`config.mk`:
```
export PLATFORM = sky130hd
export DESIGN_NAME = gpio_irq_sense
export DESIGN_NICKNAME = d
export VERILOG_FILES = /design/src/rtl/gis_pkg.sv /design/src/rtl/gis_sync.sv /design/src/rtl/gis_sense.sv /design/src/rtl/gpio_irq_sense.sv
export SDC_FILE = /design/constraint.sdc
export NUM_CORES = 1
export LEC_CHECK = 0
export ABC_AREA = 1
export BUFFER_PORTS_ARGS = -buffer_cell sky130_fd_sc_hd__buf_2
export CORE_ASPECT_RATIO = 1.1
export CORE_MARGIN = 1.5
export CORE_UTILIZATION = 50
export DETAILED_ROUTE_END_ITERATION = 7
export PLACE_DENSITY = 0.75
export SYNTH_ARGS = -nofsm -noshare
export SYNTH_HDL_FRONTEND = slang
export SYNTH_SLANG_ARGS = --single-unit
export TNS_END_PERCENT = 20
```
`constraint.sdc`:
```
create_clock -name clk -period 1.65 [get_ports clk]
set_clock_uncertainty 0.1 [all_clocks]
set_input_delay 0.2475 -clock clk [delete_from_list [all_inputs] [get_ports clk]]
set_output_delay 0.2475 -clock clk [all_outputs]
set_load 0.005 [all_outputs]
```
`src/rtl/gis_pkg.sv`:
```
package gis_pkg;

    typedef struct packed {
        logic both;
        logic edge_sel;
        logic invert;
        logic irq_mode;
    } pin_cfg_t;

    localparam int CFG_BITS = $bits(pin_cfg_t);

    // Edge event for one pin: raw transition compare, polarity picks the
    // direction, and a configuration change in this cycle suppresses it.
    function automatic logic edge_event(input pin_cfg_t cfg_now,
                                        input pin_cfg_t cfg_was,
                                        input logic     cur,
                                        input logic     prv);
        logic rise;
        logic fall;
        logic sel;
        rise = cur & ~prv;
        fall = ~cur & prv;
        if (cfg_now.both) sel = rise | fall;
        else              sel = cfg_now.invert ? fall : rise;
        return cfg_now.irq_mode & cfg_now.edge_sel & (cfg_now == cfg_was) & sel;
    endfunction

endpackage

```
`src/rtl/gis_sync.sv`:
```
module gis_sync #(
    parameter int W      = 32,
    parameter int STAGES = 2
) (
    input  logic         clk,
    input  logic         rst_n,
    input  logic [W-1:0] d_in,
    output logic [W-1:0] d_out
);
    localparam int LAST = STAGES - 1;

    typedef struct packed {
        logic [STAGES-1:0][W-1:0] chain;
    } sync_t;

    sync_t s_d, s_q;

    always_comb begin
        s_d          = s_q;
        s_d.chain[0] = d_in;
        for (int k = 1; k < STAGES; k++) begin
            s_d.chain[k] = s_q.chain[k-1];
        end
    end

    always_ff @(posedge clk or negedge rst_n) begin
        if (!rst_n) s_q <= '0;
        else        s_q <= s_d;
    end

    assign d_out = s_q.chain[LAST];

endmodule

```
`src/rtl/gis_sense.sv`:
```
module gis_sense
    import gis_pkg::*;
#(
    parameter int NPIN     = 32,
    parameter bit HAS_BOTH = 1'b1
) (
    input  logic            clk,
    input  logic            rst_n,
    input  logic [NPIN-1:0] pin_s,
    input  logic [NPIN-1:0] cfg_irq_mode,
    input  logic [NPIN-1:0] cfg_invert,
    input  logic [NPIN-1:0] cfg_edge,
    input  logic [NPIN-1:0] cfg_both,
    input  logic [NPIN-1:0] clr_vec,
    output logic [NPIN-1:0] status
);
    localparam logic BOTH_OK = HAS_BOTH;

    typedef struct packed {
        pin_cfg_t [NPIN-1:0] cfg;
        logic     [NPIN-1:0] prev;
        logic     [NPIN-1:0] lat;
    } sense_t;

    sense_t              s_d, s_q;
    pin_cfg_t [NPIN-1:0] cfg_now;
    logic     [NPIN-1:0] hit;

    for (genvar i = 0; i < NPIN; i++) begin : g_pin
        assign cfg_now[i] = '{both:     cfg_both[i] & BOTH_OK,
                              edge_sel: cfg_edge[i],
                              invert:   cfg_invert[i],
                              irq_mode: cfg_irq_mode[i]};
        assign hit[i] = edge_event(cfg_now[i], s_q.cfg[i], pin_s[i], s_q.prev[i]);
    end

    always_comb begin
        s_d      = s_q;
        s_d.cfg  = cfg_now;
        s_d.prev = pin_s;
        for (int i = 0; i < NPIN; i++) begin
            if (cfg_now[i].irq_mode && cfg_now[i].edge_sel)
                s_d.lat[i] = (s_q.lat[i] & ~clr_vec[i]) | hit[i];
            else
                s_d.lat[i] = 1'b0;
        end
    end

    always_ff @(posedge clk or negedge rst_n) begin
        if (!rst_n) s_q <= '0;
        else        s_q <= s_d;
    end

    always_comb begin
        for (int i = 0; i < NPIN; i++) begin
            if (!cfg_now[i].irq_mode)    status[i] = 1'b0;
            else if (cfg_now[i].edge_sel) status[i] = s_q.lat[i];
            else                          status[i] = pin_s[i] ^ cfg_now[i].invert;
        end
    end

endmodule

```
`src/rtl/gpio_irq_sense.sv`:
```
module gpio_irq_sense #(
    parameter int NPIN        = 32,
    parameter int SYNC_STAGES = 2,
    parameter bit HAS_BOTH    = 1'b1
) (
    input  logic            clk,
    input  logic            rst_n,
    input  logic [NPIN-1:0] pin_in,
    input  logic [NPIN-1:0] cfg_irq_mode,
    input  logic [NPIN-1:0] cfg_invert,
    input  logic [NPIN-1:0] cfg_edge,
    input  logic [NPIN-1:0] cfg_both,
    input  logic [NPIN-1:0] irq_enable,
    input  logic [NPIN-1:0] clr_vec,
    output logic [NPIN-1:0] status,
    output logic            irq
);
    logic [NPIN-1:0] pin_sync;

    gis_sync #(.W(NPIN), .STAGES(SYNC_STAGES)) u_sync (
        .clk   (clk),
        .rst_n (rst_n),
        .d_in  (pin_in),
        .d_out (pin_sync)
    );

    gis_sense #(.NPIN(NPIN), .HAS_BOTH(HAS_BOTH)) u_sense (
        .clk          (clk),
        .rst_n        (rst_n),
        .pin_s        (pin_sync),
        .cfg_irq_mode (cfg_irq_mode),
        .cfg_invert   (cfg_invert),
        .cfg_edge     (cfg_edge),
        .cfg_both     (cfg_both),
        .clr_vec      (clr_vec),
        .status       (status)
    );

    assign irq = |(status & irq_enable);

endmodule

```
==> out/qor.txt <==
Cell variety after synth - 23
Site Rows - 56
Final WL - 33,950 µm
Crit-path max FO - 3
Clock H-tree levels - 1
Final Max Slew Viols - 0
Nets - 1,983
Die footprint - 22,710 µm²
Clock network fraction of total power - 41.9%
Crit share post-route - 139.8%
Largest net degree at the start of global routing - 65
MaxCap Viol Count - 0
Reg power frac - 44.3%
Clock Latency Late Sink - 0.52 ns
Layout fillers - 1,206
Multiplexer share of the synthesized area - 0%
Placer congestion estimate - 0.8086
Leak pwr - 8.746 nW
Post-DRT Antenna Nets - 0
Maximum root-to-sink buffer count - 3
Post-synthesis simple-gate area fraction - 16.92%
PortBufs - 258
Die span in y - 157.9 µm
Largest family of logic cells by synthesized area - simple AND/OR/NAND/NOR gates
DRC - 0
Top cell type's share of synthesized area - 58.74%
Multi-input logic area - 4128 µm²
CP Capture Type - primary output
WP data arrival - 1.96 ns
Slew HR - 61.41%
Mapped Cells - 1,122
Aggregate negative setup slack - -6.369 ns
Hold Vio Cnt, Final - 0
Post-synthesis xor/xnor area fraction - 1.044%
Worst vdd ir - 1039 µV
Global-route wire length before repair - 49,650 µm
Synthesized area - 10,910 µm²
Reg clk slew, reported paths - 0.06 ns
Number of global-route vias before repair - 10,630
Switching power - 3.723 mW
Met1 usage - 31.14%
Initial antenna violation count - 1
Fin crit period - 2.306 ns
Post-Syn Nets - 1,412
Vias per cell - 5.068
Design area - 16,650 µm²
Crit Path Class - reg2out
Critical Path Source Type - flop
Sw frac - 24.45%
Synth-to-Final Area Change - 52.71%
Clock tree root buffer cell - clkbuf_16
Worst hold path type - in2async
DRT iter0 DRCs - 526
TritonCTS clock tree - built
Compound-Gate Fraction of Synth Area - 8.754%
Top Usage Layer GRT - met2
Final Util - 77.93%
Met3 global-route usage - 6.715%
Residual overflow from global routing - 0
Register area - 6406 µm²
Yosys Warn Count - 0
Failing checks - negative setup slack
GR Util All Layers - 27.55%
Chip width - 143.8 µm
Synth Area in Adders - 7.343%
Detailed Routing Iterations Pass 1 - 7
Most frequent cells in the layout - dfrtp_1 (256), buf_2 (247), dlygate4sd3_1 (193), inv_1 (177), nand2_1 (158)
PD cells - 914.2 nW/µm²
Cell accounting for the most synthesized area - dfrtp_1
Flop and latch count out of synthesis - 256
Met2 Use GR - 50.07%
Final WS setup - -0.6561 ns
Ports - 259
RSZ-0062 raised after global routing - yes
Setup violators final - 47
Synth area leaders - dfrtp_1 (59%), ha_1 (7.3%), nand2_1 (7.1%)
Status - finished with violations
Most common cell after layout, fill and taps aside - dfrtp_1
Worst Max-Slew Pin Slew - 0.5728 ns
Num CTS Buffers - 27
Highest clock rate - 0.4336 GHz
Data required, critical path - 1.30 ns
Layout cell share with drive strength beyond 1 - 31.29%
Placed Area - 13,030 µm²
Internal power - 11.50 mW
Post-Synthesis Mean Instance Area - 9.720 µm²
Core Box Area - 21,370 µm²
Wirelength per Cell - 16.94 µm
TritonCTS Sinks - 256
Initial Util - 51.03%
HPWL after detailed placement - 17,750 µm
Sequential-to-total area share from yosys stat - 58.74%
Vias post-DR - 10,160
Comb pwr share - 13.8%
[area by class of cell]
cell class                      instances  share of cell area [%]
Clock inverter                         13                   1.067
Multi-Input combinational cell        657                   24.79
Inverter                              209                   4.711
Tap cell                              290                   2.179
Timing Repair Buffer                  542                   24.21
Sequential cell                       256                   38.47
Clock buffer                           36                   4.560
Antenna cell                            1                 0.01503
[per-stage QoR]
step | power, mW | hold WS, ns | instances | setup slack [ns]
CTS | 14.98 | 0.04732 | 1992 | -0.6024
detailed placement | 8.195 | 0.02294 | 1725 | -0.2348
finish | 15.23 | 0.08383 | 2004 | -0.6561
floorplan | 7.363 | -0.1481 | 1122 | 0.3146
global placement | 8.138 | 0.02110 | 1725 | -0.2533
global route | 15.82 | 0.07526 | 2003 | -0.7480
[critical path: stages, from the launching register on]
cell,delay (ns)
dfrtp_1,0.41
inv_2,0.09
nand2_2,0.08
nand2_2,0.10
nand2_2,0.07
nand3_1,0.10
nand2_2,0.10
nor2_4,0.14
nand2_4,0.08
nor2_4,0.09
nand2_2,0.06
buf_6,0.12
[worst paths after layout]
check                      cells after the start        startpoint  slack (ns)          endpoint
min in group clk                               6    cfg_invert[20]        0.09   u_sense.s_q[20]
min reg2reg                                    0    u_sync.s_d[48]        0.24  u_sync.d_out[16]
min                                            2             rst_n        0.08   u_sense.s_q[67]
max reg2reg                                    8   u_sync.d_out[9]       -0.29    u_sense.s_q[9]
max                                           11  u_sync.d_out[15]       -0.66               irq
max in group asynchronous                      3             rst_n        0.75   u_sense.s_q[75]
[synthesized netlist by cell type, drive strengths merged]
| cell type | number |
|---|---|
| nand2 | 206 |
| and3 | 21 |
| a21oi | 28 |
| nand3b | 21 |
| dfrtp | 256 |
| inv | 209 |
| o21bai | 3 |
| a21boi | 10 |
| o2111ai | 9 |
| ha | 64 |
| o21a | 7 |
| o21ai | 110 |
| nand3 | 32 |
| xnor2 | 13 |
| o2bb2ai | 4 |
| nand4 | 23 |
| nor2 | 78 |
| and2 | 28 |
[power by group through the flow]
stage	sequential (mW)	clock (mW)	combinational [mW]
6_report	6.74	6.38	2.10
2_1_floorplan	6.80	0	0.568
3_3_place_gp	6.82	0	1.32
4_1_cts	6.72	6.42	1.85
5_1_grt	6.77	6.75	2.31
3_5_place_dp	6.83	0	1.37
[kinds of logic (layout without fill, tap and decap cells)]
kind of cell	count (synthesis)	after routing
AO/OA/AOI/OAI	171	171
XOR/XNOR	13	13
adder cells (fa/ha/maj)	64	64
buffers and inverters	209	800
flip-flops	256	256
other	0	1
AND/OR/NAND/NOR	409	409
[state kept, by name, indices dropped and copies added (netlist names)]
name	cells
u_sense.s_q	192
u_sync.d_out	32
u_sync.s_d	32
[repair_timing]
action | 4_1_cts | 5_1_grt
endpoints found under the hold margin | 448 | 0
gates resized for setup | 62 | 114
setup buffers | 25 | 17
hold buffers | 193 | 0
endpoints found under the setup margin | 33 | 55
pin swaps | 13 | 49
[metal layers]
layer	share of wire, %	vias to the layer above	wire [µm]
met3	7.7	112	2610
met1	36	4890	12270
met2	53	441	17830
met5	0.053	-	18
li1	-	4711	-
met4	3.6	2	1219
No activity file was read; power rests on OpenSTA's default activity.
